### src/rtl/bbm_pkg.sv
package bbm_pkg;

    typedef enum logic [2:0] {
        ST_IDLE   = 3'd0,
        ST_READ   = 3'd1,
        ST_WRITE  = 3'd2,
        ST_UPDATE = 3'd3,
        ST_DONE   = 3'd4
    } bbm_state_e;

    typedef struct packed {
        bbm_state_e state;
    } bbm_seq_t;

endpackage

### src/rtl/bbm_seq.sv
module bbm_seq
    import bbm_pkg::*;
(
    input  logic clk,
    input  logic rst_n,
    input  logic start_i,
    input  logic cnt_zero_i,
    input  logic last_i,
    output logic load_o,
    output logic step_o,
    output logic rd_o,
    output logic wr_o,
    output logic sel_dst_o,
    output logic done_o,
    output logic busy_o
);

    bbm_seq_t seq_d, seq_q;

    always_comb begin
        seq_d  = seq_q;
        load_o = 1'b0;
        step_o = 1'b0;
        unique case (seq_q.state)
            ST_IDLE: begin
                if (start_i) begin
                    load_o      = 1'b1;
                    seq_d.state = cnt_zero_i ? ST_DONE : ST_READ;
                end
            end
            ST_READ:   seq_d.state = ST_WRITE;
            ST_WRITE:  seq_d.state = ST_UPDATE;
            ST_UPDATE: begin
                step_o      = 1'b1;
                seq_d.state = last_i ? ST_DONE : ST_READ;
            end
            ST_DONE:   seq_d.state = ST_IDLE;
            default:   seq_d.state = ST_IDLE;
        endcase
    end

    always_ff @(posedge clk or negedge rst_n) begin
        if (!rst_n) begin
            seq_q.state <= ST_IDLE;
        end else begin
            seq_q <= seq_d;
        end
    end

    assign rd_o      = (seq_q.state == ST_READ);
    assign wr_o      = (seq_q.state == ST_WRITE);
    assign sel_dst_o = (seq_q.state == ST_WRITE);
    assign done_o    = (seq_q.state == ST_DONE);
    assign busy_o    = (seq_q.state != ST_IDLE);

endmodule

### src/rtl/bbm_regs.sv
module bbm_regs #(
    parameter int CNT_W  = 8,
    parameter int ADDR_W = 16
) (
    input  logic              clk,
    input  logic              rst_n,
    input  logic              load_i,
    input  logic              step_i,
    input  logic [CNT_W-1:0]  cnt_i,
    input  logic [ADDR_W-1:0] src_i,
    input  logic [ADDR_W-1:0] dst_i,
    output logic [CNT_W-1:0]  cnt_o,
    output logic [ADDR_W-1:0] src_o,
    output logic [ADDR_W-1:0] dst_o,
    output logic              last_o
);

    localparam logic [CNT_W-1:0]  CNT_ONE  = CNT_W'(1);
    localparam logic [ADDR_W-1:0] ADDR_ONE = ADDR_W'(1);

    typedef struct packed {
        logic [CNT_W-1:0]  cnt;
        logic [ADDR_W-1:0] src;
        logic [ADDR_W-1:0] dst;
    } regs_t;

    regs_t regs_d, regs_q;

    always_comb begin
        regs_d = regs_q;
        if (load_i) begin
            regs_d.cnt = cnt_i;
            regs_d.src = src_i;
            regs_d.dst = dst_i;
        end else if (step_i) begin
            regs_d.cnt = regs_q.cnt - CNT_ONE;
            regs_d.src = regs_q.src + ADDR_ONE;
            regs_d.dst = regs_q.dst + ADDR_ONE;
        end
    end

    always_ff @(posedge clk or negedge rst_n) begin
        if (!rst_n) begin
            regs_q <= '0;
        end else begin
            regs_q <= regs_d;
        end
    end

    assign cnt_o  = regs_q.cnt;
    assign src_o  = regs_q.src;
    assign dst_o  = regs_q.dst;
    assign last_o = (regs_q.cnt == CNT_ONE);

endmodule

### src/rtl/bbm_engine.sv
module bbm_engine #(
    parameter int CNT_W  = 8,
    parameter int ADDR_W = 16,
    parameter int DATA_W = 8
) (
    input  logic              clk,
    input  logic              rst_n,
    input  logic              start_i,
    input  logic [CNT_W-1:0]  cnt_i,
    input  logic [ADDR_W-1:0] src_i,
    input  logic [ADDR_W-1:0] dst_i,
    output logic [ADDR_W-1:0] mem_addr_o,
    output logic              mem_rd_o,
    output logic              mem_wr_o,
    output logic [DATA_W-1:0] mem_wdata_o,
    input  logic [DATA_W-1:0] mem_rdata_i,
    output logic              done_o,
    output logic [CNT_W-1:0]  cnt_o,
    output logic [ADDR_W-1:0] src_o,
    output logic [ADDR_W-1:0] dst_o
);

    logic load;
    logic step;
    logic last;
    logic sel_dst;
    logic busy;
    logic cnt_zero;

    assign cnt_zero = (cnt_i == '0);

    bbm_seq seq_i (
        .clk        (clk),
        .rst_n      (rst_n),
        .start_i    (start_i),
        .cnt_zero_i (cnt_zero),
        .last_i     (last),
        .load_o     (load),
        .step_o     (step),
        .rd_o       (mem_rd_o),
        .wr_o       (mem_wr_o),
        .sel_dst_o  (sel_dst),
        .done_o     (done_o),
        .busy_o     (busy)
    );

    bbm_regs #(
        .CNT_W  (CNT_W),
        .ADDR_W (ADDR_W)
    ) regs_i (
        .clk    (clk),
        .rst_n  (rst_n),
        .load_i (load),
        .step_i (step),
        .cnt_i  (cnt_i),
        .src_i  (src_i),
        .dst_i  (dst_i),
        .cnt_o  (cnt_o),
        .src_o  (src_o),
        .dst_o  (dst_o),
        .last_o (last)
    );

    assign mem_addr_o  = sel_dst ? dst_o : src_o;
    assign mem_wdata_o = mem_rdata_i;

endmodule

### config.mk
export PLATFORM = sky130hd
export DESIGN_NAME = bbm_engine
export DESIGN_NICKNAME = d
export VERILOG_FILES = /design/src/rtl/bbm_pkg.sv /design/src/rtl/bbm_seq.sv /design/src/rtl/bbm_regs.sv /design/src/rtl/bbm_engine.sv
export SDC_FILE = /design/constraint.sdc
export NUM_CORES = 1
export LEC_CHECK = 0
export ABC_AREA = 0
export BUFFER_PORTS_ARGS = -buffer_cell sky130_fd_sc_hd__buf_2
export CORE_MARGIN = 2
export CORE_UTILIZATION = 48
export DETAILED_ROUTE_END_ITERATION = 12
export GPL_ROUTABILITY_DRIVEN = 1
export PLACE_DENSITY = 0.81
export SLEW_MARGIN = 20
export SYNTH_ARGS = -nofsm -noshare
export SYNTH_HDL_FRONTEND = slang
export SYNTH_SLANG_ARGS = --single-unit
### constraint.sdc
create_clock -name clk -period 2.35 [get_ports clk]
set_input_delay 0.47 -clock clk [delete_from_list [all_inputs] [get_ports clk]]
set_output_delay 0.47 -clock clk [all_outputs]
set_load 0.02 [all_outputs]
; Word level (Yosys, flattened, before mapping)
; Index checks and enable logic that the tools add are counted.
[op_classes]
addsub = 3
eq_ne = 6
n_mux = 10
reduce_logical = 3
[op_table]
columns = op, count
row1 = 40-bit 2-to-1 mux, 2
row2 = 16-bit by 1-bit adder with 16-bit output (second input constant), 2
row3 = 16-bit 2-to-1 mux, 1
row4 = 3-bit one-hot mux with 4 select lines, 1
row5 = 3-bit 2-to-1 mux, 3
row6 = 8-bit by 1-bit equality test with 1-bit output (second input constant), 1
row7 = 8-bit logical NOT, 1
row8 = 8-bit by 1-bit subtractor with 8-bit output (second input constant), 1
row9 = 3-bit by 2-bit equality test with 1-bit output (second input constant), 2
row10 = 3-bit by 1-bit equality test with 1-bit output (second input constant), 1
row11 = 3-bit equality test (second input constant), 1
row12 = 3-bit logical NOT, 1
row13 = 1-bit 2-to-1 mux, 3
row14 = 2-bit inequality test (second input constant), 1
row15 = 2-bit nonzero test, 1
[totals]
regBits = 43
inputBits = 51
output_inout_bits = 67
word_cells = 26

; Logic depth before layout (Yosys ltp)
[depth]
ltp_word = 4
depth_mapped = 7
depth_no_buf = 5

; Hierarchy
; A second synthesis with hierarchy kept.
[hier_totals]
cells_unflattened = 294
hier_area_um2 = 2702.6
[by_module_without_submodules]
columns = mod, n_inst, cells_each, area_per_inst_um2
row1 = bbm_regs, 1, 244, 2210.9
row2 = bbm_engine, 1, 29, 275.3
row3 = bbm_seq, 1, 21, 216.5

; Worst setup path after synthesis
; Ideal clock, no wire load.
[synth_timing]
path_kind = flip-flop to output port
start = register seq_i.seq_q[2] (netlist bit)
end = output port mem_addr_o[10]
t_arrival_ps = 1712
t_required_ps = 1880
slack_ps = 168
path_stages_with_launch = 6
n_path_buf = 2
path_cell_list = dfrtp_1 clkbuf_1 nand2b_1 nor2_2 buf_2 mux2_2
[synth_via]
elab_chain_len = 2
[synth_rtl]
columns = element, line_no
row1 = from (decl), bbm_seq.sv:18  ; bbm_seq_t seq_d, seq_q;
row2 = from (signal assigned), bbm_seq.sv:46  ; seq_q <= seq_d;
row3 = 3-bit by 2-bit equality test with 1-bit output, n/a
row4 = via mem_wr_o, bbm_engine.sv:14  ; output logic mem_wr_o,
row5 = 16-bit 2-to-1 mux, bbm_engine.sv:64  ; assign mem_addr_o = sel_dst ? dst_o : src_o;
row6 = to (decl), bbm_engine.sv:12  ; output logic [ADDR_W-1:0] mem_addr_o,
; The timed path passes the listed nets, and every way through them passes these cells.

; Worst setup path in the final report
[layout_timing]
start = register seq_i.seq_q[2] (netlist bit)
end = output port mem_addr_o[13]
[layout_via]
elab_chain_len = 2
[layout_rtl]
columns = element, line_no
row1 = 3-bit by 2-bit equality test with 1-bit output, bbm_seq.sv:52  ; assign sel_dst_o = (seq_q.state == ST_WRITE);
row2 = 16-bit 2-to-1 mux, bbm_engine.sv:64
; No other way between the ends.

==> results.md <==
- Fin. Hold Viols: 0
- Cells after synthesis: 302
- Fin Setup TNS: 0 ns
- Critical path fanouts, max: 17
- RR Endpoint: regs_i.src_o[15]
- Layout Nets: 452
- CP Launch Type: flop
- Initial antenna violation count: 0
- Register-to-Register Setup Slack: 0.32 ns
- Max Cap Viol: 0
- Critical Path Source: seq_i.seq_q[2]
- Num rows: 27
- I/O pins: 118
- Sequential area share after synthesis: 40.2%
- Period utilization: 95.3%
- Vias in the first global route: 2,497
- Fillcell total: 469
- Residual DRC: 0
- Worst EP required: 1.88 ns
- Die Width: 78.6 um
- N_diodes: 0
- Commonest non-fill, non-tap cell in the layout: buf_2
- Clock latency on the worst-skew pair: 0.30 ns
- EDFF count, synth: 0
- Largest net degree at the start of global routing: 27
- Initial Utilization: 49.2%
- Clock root buffer: clkbuf_8
- Main synth FF type: dfrtp_1
- FF+latch count, synth: 43
- PwrDens: 1490 mW/mm^2
- Die H: 78.6 um
- RSZ-0062 raised after global routing: no
- Core Footprint: 0.00544 mm^2
- Ys async rst share: 100%
- Layout cell share with drive strength beyond 1: 35.0%
- Drt pass-1 iters: 6
- Die footprint: 0.00618 mm^2
- Syn_nets: 357
- Grt total ovfl: 0
- RR Startpoint: seq_i.seq_q[0]
- Reg2Reg Depth: 5
- Cts hold-fix bufs: 0
- Smallest hold slack: 0.140 ns
- Cell Area, Synth: 0.00267 mm^2
- Initial DRC count: 273
- Status: finished, final reports clean
- Slew headroom: 64.4%
- Avg Cell Area, Syn: 8.85 um^2
- Num Clock Sinks: 43
- GRT Total Usage: 24.6%
- Hold WC Path Type: in -> async
- Least-Margin Pin Slew: 0.530 ns
- Clock-pin slew on the worst setup and hold paths: 0.08 ns
- Maximum VDD drop: 825 uV
- Post-route ant nets: 0
- Maximum clock path buffer count: 2
- Vias: 2,743
- Cts bufs inserted: 5
- Commonest cells after routing, fill and taps aside: 101 x buf_2, 49 x nand2_1, 42 x dfrtp_1
- Worst-case clock skew: 0.0120 ns
- CTS tree: done
- Port Buffers: 101
- Fmax: 0.446 GHz
- Area Overhead vs Synth: 26.2%
- Distinct cell type count after synthesis: 47
- Slew Viols, Final: 0
- Via density: 5.85
- Crit Path Category: reg -> out
- Total number of H-tree levels: 2
- Final Critical Period: 2.24 ns
- Crit path capture: mem_addr_o[13]
- Crit path DAT: 1.77 ns
- YS warnings: 0
- Power Total: 5030 uW
- DP Wirelength: 5610 um
- Wirelength per Cell: 16.0 um
- Pleak: 0.00148 uW
- GPL Wtd Cong: 0.860
- First-pass GRT wire length: 12,100 um
- Final setup violation count: 0
- Final Util: 62.0%
- WL final: 7510 um
- CP Capture Type: primary output
registers in the layout (all words and copies together) (netlist names):
register      count
seq_i.seq_q       3
regs_i.cnt_o      8
regs_i.src_o     16
regs_i.dst_o     16
where the power goes:
group	switching [uW]	internal [uW]
clock network	256	312
registers	553	1090
logic	1710	1110
worst max-delay path, stage by stage (launching register included):
cell and delay [ns]:
dfrtp_2 0.44, nand2b_1 0.20, nor2_4 0.15, buf_12 0.17
mux2_2 0.35, buf_2 0.16
cell type report:
| type | instances | area (um^2) | share of cell area (%) |
|---|---|---|---|
| clock inverter | 1 | 30.0 | 0.890 |
| sequential | 43 | 1080 | 31.9 |
| timing repair buffer | 114 | 628 | 18.6 |
| inverter | 7 | 26.3 | 0.779 |
| multi-input combinational | 226 | 1450 | 43.0 |
| tap | 72 | 90.1 | 2.67 |
| clock buffer | 6 | 72.6 | 2.15 |
worst min path at each step:
stage / from / slack [ns] / end
detailed placement: rst_n / 0.48 / regs_i.src_o[14]
finish: rst_n / 0.14 / regs_i.src_o[14]
floorplan: rst_n / 0.17 / regs_i.cnt_o[0]
CTS: rst_n / 0.16 / regs_i.src_o[14]
global placement: rst_n / 0.48 / regs_i.src_o[14]
global route: rst_n / 0.17 / regs_i.src_o[14]
synth_stat cells, drive strengths merged (4+ instances only):
master  number  area [um^2]
a21oi        4         20.0
nand3       12         60.1
a31oi        4         25.0
o211ai       6         45.0
dfrtp       43         1080
mux2        15          169
nand2       49          184
nor2        18         70.1
o21ai       27          135
nand4       11         68.8
nor4         8         50.1
xnor2       11         96.3
o311ai       9         78.8
inv          7         26.3
clkbuf      11         41.3
buf         15         95.1
nor3         8         40.0
ha           4         50.1
xor2         6         52.6
metal layers:
metal / track usage, % / vias up / wire length, um / share of wire (%)
met5: 0 / - / 0 / 0
met4: 7.72 / 0 / 115 / 1.5
met3: 5.29 / 11 / 580 / 7.7
met2: 39.7 / 121 / 3730 / 50
met1: 33.1 / 1319 / 3090 / 41
li1: - / 1292 / - / -
repair_timing:
item | 4_1_cts | 5_1_grt
resized for setup | 1 | 1
setup endpoints to repair | 14 | 14
buffers inserted | 0 | 2
kinds of logic after synthesis:
family / after synthesis / share of synthesized area (%)
XOR/XNOR: 17 / 5.57
AND/OR/NAND/NOR: 125 / 23.7
flip-flops: 43 / 40.2
AO/OA/AOI/OAI: 63 / 15.4
buffers and inverters: 33 / 6.08
multiplexers: 17 / 7.07
adder cells (fa/ha/maj): 4 / 1.87
through the flow:
step,std cells,worst slack [ns],area (um^2)
finish,469,0.110,3370
global route,469,0.0501,3370
CTS,467,0.00564,3350
detailed placement,460,0.312,3250
global placement,460,0.385,3250
floorplan,302,0.168,2670
Power figures use the tool's default switching activity.
